==> src/rtl/clkctl_pkg.sv <==
// Shared types for the clock-control sequencer.
// Assumes: state codes are visible on the top-level port and are fixed.
package clkctl_pkg;
    typedef enum logic [2:0] {
        ST_NORMAL  = 3'd0,
        ST_HALT    = 3'd1,
        ST_GRANT   = 3'd2,
        ST_SNOOP   = 3'd3,
        ST_STOPPED = 3'd4
    } pstate_t;

    localparam int IRQ_N     = 5;
    localparam int IRQ_INIT  = 0;
    localparam int IRQ_INTR  = 1;
    localparam int IRQ_FLUSH = 2;
    localparam int IRQ_NMI   = 3;
    localparam int IRQ_SMI   = 4;
    // Bits set here are edge-captured; clear bits are level-captured.
    localparam logic [IRQ_N-1:0] IRQ_EDGE_MASK = 5'b11101;
endpackage

==> src/rtl/clkctl_sync.sv <==
// Multi-flop synchronizer for a slow level from another clock domain.
// Assumes: STAGES >= 2 and the input level is held for several cycles.
module clkctl_sync #(
    parameter int STAGES = 2
) (
    input  logic clk,
    input  logic rst_n,
    input  logic d,
    output logic q
);
    logic [STAGES-1:0] chain;

    // Shift the asynchronous level through the flop chain.
    always_ff @(posedge clk) begin
        if (!rst_n) chain <= '0;
        else        chain <= {chain[STAGES-2:0], d};
    end

    assign q = chain[STAGES-1];
endmodule

==> src/rtl/clkctl_pend.sv <==
// Pending-interrupt capture: one flag per source, edge- or level-captured
// as EDGE_MASK selects. Assumes clear and capture may coincide; capture wins.
module clkctl_pend #(
    parameter int             N         = 5,
    parameter logic [N-1:0]   EDGE_MASK = '1
) (
    input  logic         clk,
    input  logic         rst_n,
    input  logic         sample_en,
    input  logic         clear,
    input  logic [N-1:0] raw,
    output logic [N-1:0] pend
);
    logic [N-1:0] prev;
    logic [N-1:0] fire;

    for (genvar i = 0; i < N; i++) begin : g_src
        if (EDGE_MASK[i]) begin : g_edge
            assign fire[i] = raw[i] & ~prev[i];
        end else begin : g_level
            assign fire[i] = raw[i];
        end
    end

    // Track last input values and merge new captures into the flags.
    always_ff @(posedge clk) begin
        if (!rst_n) begin
            prev <= '0;
            pend <= '0;
        end else begin
            prev <= raw;
            pend <= (clear ? '0 : pend) | (sample_en ? fire : '0);
        end
    end
endmodule

==> src/rtl/clkctl_fsm.sv <==
// Power-state machine with inquire handling and writeback tracking.
// Assumes clk_off is already synchronized to clk.
module clkctl_fsm
    import clkctl_pkg::*;
(
    input  logic    clk,
    input  logic    rst_n,
    input  logic    stop_req,
    input  logic    halt_req,
    input  logic    snoop_stb,
    input  logic    snoop_hit,
    input  logic    snoop_dirty,
    input  logic    wb_done,
    input  logic    clk_off,
    output pstate_t state_o,
    output pstate_t ret_o,
    output logic    hit_o,
    output logic    dirty_o,
    output logic    wb_o
);
    pstate_t state_q, state_d, ret_q;
    logic    wb_q, hit_q, dirty_q;
    logic    accept, take;

    assign accept = (state_q == ST_NORMAL) || (state_q == ST_HALT) ||
                    (state_q == ST_GRANT);
    assign take   = snoop_stb && accept;

    // Next-state selection with inquire taking priority while idle.
    always_comb begin
        state_d = state_q;
        unique case (state_q)
            ST_NORMAL: begin
                if (stop_req)      state_d = ST_GRANT;
                else if (halt_req) state_d = ST_HALT;
            end
            ST_HALT: begin
                if (take)           state_d = ST_SNOOP;
                else if (stop_req)  state_d = ST_GRANT;
                else if (!halt_req) state_d = ST_NORMAL;
            end
            ST_GRANT: begin
                if (take)           state_d = ST_SNOOP;
                else if (clk_off)   state_d = ST_STOPPED;
                else if (!stop_req) state_d = ST_NORMAL;
            end
            ST_SNOOP: begin
                if (!wb_q || wb_done) state_d = ret_q;
            end
            ST_STOPPED: begin
                if (!clk_off) state_d = ST_GRANT;
            end
            default: state_d = ST_NORMAL;
        endcase
    end

    // Register state, return point, lookup pulses and writeback flag.
    always_ff @(posedge clk) begin
        if (!rst_n) begin
            state_q <= ST_NORMAL;
            ret_q   <= ST_NORMAL;
            wb_q    <= 1'b0;
            hit_q   <= 1'b0;
            dirty_q <= 1'b0;
        end else begin
            state_q <= state_d;
            if (take && state_q != ST_NORMAL) ret_q <= state_q;
            if (take && snoop_hit && snoop_dirty) wb_q <= 1'b1;
            else if (wb_done)                     wb_q <= 1'b0;
            hit_q   <= take && snoop_hit;
            dirty_q <= take && snoop_hit && snoop_dirty;
        end
    end

    assign state_o = state_q;
    assign ret_o   = ret_q;
    assign hit_o   = hit_q;
    assign dirty_o = dirty_q;
    assign wb_o    = wb_q;
endmodule

==> src/rtl/clkctl_seq.sv <==
// Top of the clock-control sequencer: synchronizes the clock-off level,
// runs the state machine, captures interrupts, issues the service pulse
// and flags input changes during Stop Clock. Assumes a single core clock.
module clkctl_seq
    import clkctl_pkg::*;
#(
    parameter int SYNC_STAGES = 2
) (
    input  logic             clk,
    input  logic             rst_n,
    input  logic             stop_req,
    input  logic             halt_req,
    input  logic             snoop_stb,
    input  logic             snoop_hit,
    input  logic             snoop_dirty,
    input  logic             wb_done,
    input  logic             clk_off_async,
    input  logic             irq_enable,
    input  logic             irq_init,
    input  logic             irq_intr,
    input  logic             irq_flush,
    input  logic             irq_nmi,
    input  logic             irq_smi,
    output logic [2:0]       pstate,
    output logic             snoop_hit_o,
    output logic             snoop_dirty_o,
    output logic             wb_req,
    output logic [IRQ_N-1:0] irq_pend,
    output logic             irq_svc,
    output logic             proto_viol
);
    localparam int WATCH_W = 11;

    pstate_t            state, ret_state;
    logic               clk_off_s;
    logic [IRQ_N-1:0]   irq_raw;
    logic               svc_q, viol_q;
    logic [WATCH_W-1:0] watch, watch_prev;

    clkctl_sync #(.STAGES(SYNC_STAGES)) u_sync (
        .clk   (clk),
        .rst_n (rst_n),
        .d     (clk_off_async),
        .q     (clk_off_s)
    );

    clkctl_fsm u_fsm (
        .clk         (clk),
        .rst_n       (rst_n),
        .stop_req    (stop_req),
        .halt_req    (halt_req),
        .snoop_stb   (snoop_stb),
        .snoop_hit   (snoop_hit),
        .snoop_dirty (snoop_dirty),
        .wb_done     (wb_done),
        .clk_off     (clk_off_s),
        .state_o     (state),
        .ret_o       (ret_state),
        .hit_o       (snoop_hit_o),
        .dirty_o     (snoop_dirty_o),
        .wb_o        (wb_req)
    );

    always_comb begin
        irq_raw            = '0;
        irq_raw[IRQ_INIT]  = irq_init;
        irq_raw[IRQ_INTR]  = irq_intr && irq_enable;
        irq_raw[IRQ_FLUSH] = irq_flush;
        irq_raw[IRQ_NMI]   = irq_nmi;
        irq_raw[IRQ_SMI]   = irq_smi;
    end

    clkctl_pend #(.N(IRQ_N), .EDGE_MASK(IRQ_EDGE_MASK)) u_pend (
        .clk       (clk),
        .rst_n     (rst_n),
        .sample_en (state != ST_STOPPED),
        .clear     (svc_q),
        .raw       (irq_raw),
        .pend      (irq_pend)
    );

    assign watch = {stop_req, halt_req, snoop_stb, snoop_hit, snoop_dirty,
                    wb_done, irq_enable, irq_init, irq_flush, irq_nmi, irq_smi};

    // Service pulse in Normal and input-change watch during Stop Clock.
    always_ff @(posedge clk) begin
        if (!rst_n) begin
            svc_q      <= 1'b0;
            viol_q     <= 1'b0;
            watch_prev <= '0;
        end else begin
            svc_q      <= (state == ST_NORMAL) && (|irq_pend) && !svc_q;
            viol_q     <= (state == ST_STOPPED) && (watch != watch_prev);
            watch_prev <= watch;
        end
    end

    assign pstate     = state;
    assign irq_svc    = svc_q;
    assign proto_viol = viol_q;
endmodule

==> config.mk <==
export PLATFORM = sky130hd
export DESIGN_NAME = clkctl_seq
export DESIGN_NICKNAME = d
export VERILOG_FILES = /design/src/rtl/clkctl_pkg.sv /design/src/rtl/clkctl_sync.sv /design/src/rtl/clkctl_pend.sv /design/src/rtl/clkctl_fsm.sv /design/src/rtl/clkctl_seq.sv
export SDC_FILE = /design/constraint.sdc
export NUM_CORES = 1
export LEC_CHECK = 0
export ABC_AREA = 1
export BUFFER_PORTS_ARGS = -buffer_cell sky130_fd_sc_hd__buf_2
export CAP_MARGIN = 20
export CORE_ASPECT_RATIO = 0.5
export CORE_UTILIZATION = 29
export DETAILED_ROUTE_END_ITERATION = 10
export REMOVE_ABC_BUFFERS = 1
export SLEW_MARGIN = 10
export SYNTH_ARGS = -nofsm -noshare
export SYNTH_HDL_FRONTEND = slang
export SYNTH_HIERARCHICAL = 1
export SYNTH_SLANG_ARGS = --single-unit
==> constraint.sdc <==
create_clock -name clk -period 1.15 [get_ports clk]
set_input_delay 0.23 -clock clk [delete_from_list [all_inputs] [get_ports clk]]
set_output_delay 0.23 -clock clk [all_outputs]
set_load 0.02 [all_outputs]
-- Yosys cells after proc, flatten, opt, wreduce, memory -nomap -nowiden
Index checks and enable logic that the tools add are counted.
W data, S select, Z words.
- input bits: 15
- word-level logic and storage cells: 64
- register bits after elaboration: 34
- mux-type cells: 15
- bitwise gates (word level): 9
- reduce and logical (&&, ||, !) cells: 18
- equality and inequality tests: 11
- operators with widths (kind ; number):
    $mux W3 ; 10
    $pmux W3 S5 ; 1
    $ne A11 B11 Y1 ; 1
    $mux W5 ; 2
    $logic_and A1 B1 Y1 ; 8
    $ne A4 B3 Y1 const B ; 2
    $eq A3 B2 Y1 const B ; 2
    $ne A3 B3 Y1 const B ; 2
    $or A5 B5 Y5 ; 1
    $reduce_and A5 Y1 ; 1
    $reduce_or A5 Y1 ; 1
    $and A1 B1 Y1 ; 4
    $not A1 Y1 ; 4
    $eq A3 B1 Y1 const B ; 1
    $eq A3 B3 Y1 const B ; 1
    $logic_not A3 Y1 ; 1
    $logic_or A1 B1 Y1 ; 3
    $reduce_bool A3 Y1 ; 1
    $logic_not A1 Y1 ; 2
    $mux W1 ; 2
    $ne A2 B1 Y1 const B ; 1
    $ne A2 B2 Y1 const B ; 1
    $reduce_bool A2 Y1 ; 1

-- Longest topological paths before layout
Gate-level depths: netlist of the first run.
- depth in word-level cells: 7
- mapped depth: 9

-- By module
Netlist of the first run, hierarchy kept.
- modules (own cells, without submodules) (module ; area an instance (µm²) ; seq. area each (µm²) ; cells an instance ; times used):
    clkctl_seq ; 584.3 ; 260.2 ; 89 ; 1
    clkctl_fsm ; 559.3 ; 180.2 ; 88 ; 1
    clkctl_pend ; 300.3 ; 180.2 ; 38 ; 1
    clkctl_sync ; 55.1 ; 40.0 ; 6 ; 1

-- Worst setup path after synthesis of the first run
Ideal clock, no wire load.
- kind: register to register
- from: register u_fsm.state_q[1] (netlist: u_fsm/state_o[1])
- to: register u_fsm.state_q[0] (netlist: u_fsm/state_o[0])
- arrival: 1188 ps
- setup slack: -104 ps
- cell stages (with the launch flop): 9
- period minus slack after synthesis: 1254 ps
- buffers on the path: 0
- cell sequence: dfxtp_1 > nand2_2 > nor2_4 > nand2_2 > nand2_2 > nor2_1 > nand2_1 > nand2_1 > a21oi_2
- cells in the longest elaborated chain, start to end: 6
- elaborated cells between the ends (all ways): 17
- classes of those cells: eq/ne: 9; mux: 3; reduce/logical: 5
- ends and longest elaborated chain (element ; RTL line ; source):
    start: declaration ; clkctl_fsm.sv:21 ; pstate_t state_q, state_d, ret_q;
    start signal: assignment ; clkctl_fsm.sv:66 ; state_q <= state_d;
    $eq A3 B1 Y1 or $logic_not A3 Y1 (tied branches) ; clkctl_fsm.sv:25, clkctl_fsm.sv:32 ;
    $logic_or A1 B1 Y1 (2 in a row) ; clkctl_fsm.sv:25 ; assign accept = (state_q == ST_NORMAL) || (state_q == ST_HALT) ||
    $logic_and A1 B1 Y1 ; clkctl_fsm.sv:27 ; assign take = snoop_stb && accept;
    $ne A4 B3 Y1 (no source line), or another cell as far along ; -- ;
    $reduce_and A5 Y1 (no source line) or $pmux W3 S5 (tied branches) ; -- ;
Several ways; a longest one is shown, not always the timed one.
A chain may end at the register's enable or synchronous reset.

-- Worst setup path in the final report of the first run
- from: register u_fsm.state_q[2] (netlist: u_fsm/state_o[2])
- to: register u_fsm.state_q[0] (netlist: u_fsm/state_o[0])
The elaborated chain is that of the path after synthesis.

==> summary.txt, run 1 <==
Run status
  – Status: finished, violations left
  – Failing checks: setup timing

Power and ir drop
  – Flop pwr share: 0.464
  – Combinational power share: 0.230
  – PD cells: 1400 nW/um2
  – Sw Ratio: 0.315
  – Worst vdd ir: around 0.00042 V
  – Clk pwr share: 0.306
  – P_int: around 1900 uW
  – Leakage: 0.00109 uW
  – Psw: 881 uW

STA
  – Slew headroom: 0.828
  – Tmin final: around 1.2 ns
  – Final number of setup-violating endpoints: 3
  – Final hold vios: 0
  – Skew final: 0.00433 ns
  – Sum Neg Setup Slack: -0.110 ns
  – Worst Max-Slew Pin Slew: 0.257 ns
  – Setup ws final: -0.0508 ns
  – RSZ-0062 raised after global routing: yes
  – Slew Limit Fails: 0
  – Peak Freq: 833 MHz
  – Final period util: 1.04

Finish
  – Antenna diodes: 0
  – Final instance area: 1990 um2
  – Share of post-route cells with drive strength above 1: 0.302
  – Most frequent cells in the layout: nand2_1, inv_1, dfxtp_1, buf_2, nor2_1
  – Most common cell after layout, fill and taps aside: nand2_1
  – Multi-input gate area: about 700 um2
  – # fillers: between 500 and 600
  – Layout Area Growth over Synthesis: 33.1%
  – Nets: approximately 280
  – Sequential cell area: 672 um2

Worst setup path
  – R2r setup slk: -0.05 ns
  – Origin of the critical flop-to-flop path: u_fsm/state_o[2]
  – CP Max Fanout: 6
  – CP endpoint kind: flop
  – WP data arrival: 1.37 ns
  – Crit path from: u_fsm/state_o[2]
  – CP required: around 1.3 ns
  – CP Class: flop to flop
  – R2R depth: 8
  – Worst setup SP type: flop
  – Crit path capture: u_fsm/state_o[0]
  – Reg-to-Reg End: u_fsm/state_o[0]

Placement
  – Input/output buffers: 27
  – Final RePlAce weighted congestion: 0.894
  – Placed Area: ~1800 um2
  – Hpwl dp: between 2000 and 2500 um

Routing
  – Via-to-Cell Ratio: 4.15
  – Residual DRC: 0
  – Total Wirelength: 3280 um
  – Iteration-0 DRC count of the detailed router: 37
  – Vias: ~1400
  – Post-DR wirelength/cell: 9.70 um
  – TritonRoute pass-1 iters: 4
  – Remaining antenna violation count: 0

Global route
  – Vias in the first global route: 1232
  – Initial antenna violation count: 0
  – Largest net degree at the start of global routing: 12
  – Gr usage total: 0.126
  – Grt ovf: 0
  – First-pass GRT wire length: 5300 um

Floorplan
  – Die span in x: approximately 100 um
  – Die height: 52.8 um
  – Initial Utilization: 0.303
  – Die area: approximately 5500 um2
  – # rows: 18
  – Core area: ~5000 um2
  – # IOs: 28

Logic synthesis
  – Yosys warnings: 6
  – Synth Cell Area: roughly 1500 um2
  – Sequential area share after synthesis: 0.441
  – Syn avg cell area: 6.78 um2
  – Yosys reg bits: 33
  – Cells after Synth: 221
  – Distinct cells, synth: 20

Clock network
  – Hold buffers post-CTS: 0
  – Worst-path clk slew: around 0.070 ns
  – CTS Buffer Depth: 2
  – CTS tree: yes
  – Clock sinks: 33
  – Latest clock arrival within the worst-skew pair: 0.28 ns
  – H-tree depth: 2
  – TritonCTS Buffers: 5
  – CTS root buf: clkbuf_8

Worst hold path
  – Worst hold path type: input pin to flop

Run
  – Max-cap violation count: 0
cells by family (layout without fill, tap and decap cells):
logic type      count (synthesis)  in the layout  synth area share
xor+xnor                        5              5            0.0292
buf+inv                        49             96             0.129
simple gates                  120            120             0.352
compound gates                 14             14            0.0492
flops                          33             33             0.441
per-layer routing:
layer  GRT usage  wire, um  vias to the layer above
met5           0         0                        -
met4      0.0500        49                        0
met3      0.0373       112                        7
met2       0.223      1630                       27
met1       0.147      1480                      625
li1            -         -                      745
power by group through the flow:
stage                     clock network, uW  registers [uW]  logic, uW
final                                   854            1300        642
after global routing                    945            1310        716
after CTS                               893            1290        609
after detailed placement                  0            1310        565
after global placement                    0            1300        562
after floorplan                           0            1350        301
area by class of cell:
cell class,instances,share of cell area
clock inverter,3,0.00878
clock buffer,5,0.0345
tap,70,0.0439
timing repair buffer,41,0.137
multi-input combinational,139,0.349
inverter,47,0.0897
sequential,33,0.337
critical path, stage by stage (launching register included):
cell	delay, ns
dfxtp_4	0.42
buf_6	0.16
nor2_2	0.05
nand3_1	0.06
nor2_1	0.05
nor2_1	0.16
nand2_1	0.09
nand2_2	0.06
a21oi_2	0.05
per-stage QoR:
stage          power [uW]  setup slack, ns   util  std cells  hold slack (ns)
3_5_place_dp         1870          -0.0772  0.360        325            0.402
5_1_grt              2970           -0.154  0.403        338            0.161
6_report             2790          -0.0508  0.403        338            0.132
4_1_cts              2790          -0.0182  0.390        336            0.120
3_3_place_gp         1860          -0.0464  0.360        325            0.402
2_1_floorplan        1650           -0.255      -        219            0.323
flip-flops by register name, indices dropped and copies added, names as in the netlist, 2 cells and up:
signal         cells
u_fsm/state_o      3
u_fsm/ret_o        3
watch_prev        11
u_pend/pend        5
u_sync/chain       2
u_pend/prev        4
cell usage after synthesis (all sizes together):
library cell	count	area (um2)
a21oi	12	63.8
buf	2	16.3
dfxtp	33	661
inv	47	176
nand2	71	279
nand3	18	100
nand4	1	6.26
nor2	26	118
nor3	4	25.0
o21ai	2	10.0
xnor2	5	43.8
worst min path at each step:
stage / depth (start not counted) / start / to / slack (ns)
floorplan: 2 / irq_init / u_pend/prev[0] / 0.32
global placement: 2 / u_sync/chain[0] / u_sync/chain[1] / 0.40
detailed placement: 2 / u_sync/chain[0] / u_sync/chain[1] / 0.40
CTS: 3 / clk_off_async / u_sync/chain[0] / 0.12
global route: 3 / clk_off_async / u_sync/chain[0] / 0.16
finish: 3 / clk_off_async / u_sync/chain[0] / 0.13
repair_timing:
action,4_1_cts,5_1_grt
pin swaps,6,13
resized for setup,19,10
endpoints found under the setup margin,10,10
setup buffers,4,2
gates cloned,0,0
(Power assumes the default switching activity.)
==> run 2, diff against run 1 <==
CORE_UTILIZATION = 48   (was 29)
PLACE_DENSITY = 0.73   (was not set)
==> run 2 against run 1 <==
Against the previous run:
- the run still ends with setup timing left
- sequential share of layout area shrank 0.81 points
- utilization increased by 33 points
- register-to-register slack worse by 0.04 ns
- sequential cell count did not move
- power increased by 4.2%
- worst hold slack got worse by 0.0058 ns
- die area down 39%
- non-clock buffer count is 5 higher
- sequential power barely moved
- critical endpoint unchanged
==> summary.txt, run 2 (synthesis results as in run 1) <==
Global route
  – Grt ovf: 0
  – Initial antenna violation count: 0
  – Largest net degree at the start of global routing: 22
  – First-pass GRT wire length: between 5000 and 6000 um
  – Vias in the first global route: 1298
  – Gr usage total: 0.213

Clock network
  – Worst-path clk slew: 0.07 ns
  – CTS tree: yes
  – Clock sinks: 33
  – CTS Buffer Depth: 2
  – Latest clock arrival within the worst-skew pair: 0.28 ns
  – CTS root buf: clkbuf_8
  – H-tree depth: 2
  – Hold buffers post-CTS: 0
  – TritonCTS Buffers: 5

Finish
  – Biggest regs: watch_prev: 11 flops, u_pend/pend: 5 flops, u_pend/prev: 4 flops
  – Antenna diodes: 0
  – Largest register by flop count: watch_prev
  – # fillers: 208
  – Most frequent cells in the layout: nand2_1, inv_1, dfxtp_1, buf_2, nor2_1
  – Core Util, Final: 0.736
  – Share of post-route cells with drive strength above 1: 0.326
  – Final instance area: slightly above 2000 um2
  – Most common cell after layout, fill and taps aside: nand2_1
  – Post-Layout Cell Count: 310
  – Largest register FFs: 11
  – Layout Area Growth over Synthesis: 35.8%
  – Nets: about 290

Routing
  – Total Wirelength: 3790 um
  – Vias: 1514
  – Iteration-0 DRC count of the detailed router: 76
  – TritonRoute pass-1 iters: 5
  – Via-to-Cell Ratio: a little under 5
  – Post-DR wirelength/cell: 12.2 um
  – Residual DRC: 0
  – Remaining antenna violation count: 0

STA
  – Worst Max-Slew Pin Slew: 0.253 ns
  – Final number of setup-violating endpoints: 10
  – Tmin final: 1.24 ns
  – Setup ws final: -0.0873 ns
  – Final period util: 1.08
  – RSZ-0062 raised after global routing: yes
  – Final hold vios: 0
  – Peak Freq: 808 MHz
  – Slew Limit Fails: 0
  – Skew final: 0.00533 ns
  – Slew headroom: 0.831
  – Sum Neg Setup Slack: -0.420 ns

Worst setup path
  – CP required: 1.36 ns
  – CP Class: flop to flop
  – CP endpoint kind: flop
  – CP peak stage delay: 0.38 ns
  – WP data arrival: between 1 and 1.5 ns
  – Crit-path slowest cell: dfxtp_4
  – Crit path capture: u_fsm/state_o[0]
  – Worst setup SP type: flop
  – Crit path from: u_fsm/state_o[0]
  – Reg-to-Reg End: u_fsm/state_o[0]
  – R2r setup slk: -0.09 ns
  – Origin of the critical flop-to-flop path: u_fsm/state_o[0]
  – R2R depth: 9
  – CP Max Fanout: 5
  – Cell mode on critical path: nand2_2
  – Crit path cell chain: inv_6, nand2_2, nor2_4, nand2_2, nand2_2, nor2_2, nand2_1, nand2_2, a21oi_2

Power and ir drop
  – Overall Power: slightly below 3000 uW
  – P_int: 1970 uW
  – Flop pwr share: 0.448
  – Combinational power share: 0.265
  – Clk pwr share: 0.288
  – Worst vdd ir: 0.000728 V
  – Leakage: 0.00113 uW
  – Psw: approximately 940 uW
  – PD cells: 1430 nW/um2
  – Sw Ratio: 0.323

Floorplan
  – Core area: 2770 um2
  – Initial Utilization: 0.542
  – Die span in x: 81.0 um
  – Die area: 3360 um2
  – Die height: 41.5 um
  – # rows: 13
  – # IOs: 28

Run status
  – Failing checks: setup timing
  – Status: finished, violations left

Worst hold path
  – Worst hold path type: input pin to flop

Placement
  – Placed Area: 1760 um2
  – Cells after DPL: 294
  – Final RePlAce weighted congestion: 0.923
  – Hpwl dp: 2230 um
  – Input/output buffers: 27

Run
  – Max-cap violation count: 0
run 2: worst min-delay path by stage:
stage,from,to,slack (ns),cells past startpoint
after floorplan,irq_init,u_pend/prev[0],0.32,2
after global placement,u_sync/chain[0],u_sync/chain[1],0.40,2
after detailed placement,u_sync/chain[0],u_sync/chain[1],0.40,2
after CTS,clk_off_async,u_sync/chain[0],0.12,3
after global routing,clk_off_async,u_sync/chain[0],0.14,3
final,clk_off_async,u_sync/chain[0],0.13,3
run 2: worst max-delay path, delay by kind of cell, from the launching register on:
family	cells	cell delay (ns)
and+or+nand+nor	7	0.57
DFF	1	0.38
AOI/OAI and AO/OA	1	0.12
buffers and inverters	1	0.09
run 2: what timing repair did:
item,4_1_cts,5_1_grt
buffers inserted,4,4
resized for setup,19,21
pin swaps,5,10
endpoints found under the hold margin,0,0
endpoints found under the setup margin,9,9
run 2: final cells by class:
| class | instances | area [um2] | share of cell area |
|---|---|---|---|
| multi-input cells | 139 | 731 | 0.359 |
| repair buffers | 46 | 325 | 0.160 |
| clock buffers | 6 | 72.6 | 0.0356 |
| well taps | 37 | 46.3 | 0.0227 |
| inverters | 47 | 181 | 0.0891 |
| flip-flops and latches | 33 | 669 | 0.329 |
| clock inverters | 2 | 10.0 | 0.00492 |
run 2: metrics by stage:
step | worst slack [ns] | hold slack [ns]
floorplan | -0.255 | 0.323
global placement | -0.0397 | 0.398
detailed placement | -0.0546 | 0.403
CTS | -0.0179 | 0.124
global route | -0.155 | 0.144
finish | -0.0873 | 0.127
run 2: power groups by stage:
stage	clock network [uW]	registers (uW)	logic, uW
CTS	855	1280	631
floorplan	0	1350	301
global route	904	1310	824
global placement	0	1300	571
detailed placement	0	1300	578
finish	837	1300	769
run 2: metal layers:
layer / wire, um / part of all wire / up-vias / GRT usage
met5: 0 / 0 / - / 0
met4: 98 / 0.026 / 0 / 0.0857
met3: 233 / 0.062 / 14 / 0.0813
met2: 1710 / 0.45 / 68 / 0.338
met1: 1750 / 0.46 / 670 / 0.258
li1: - / - / 762 / -
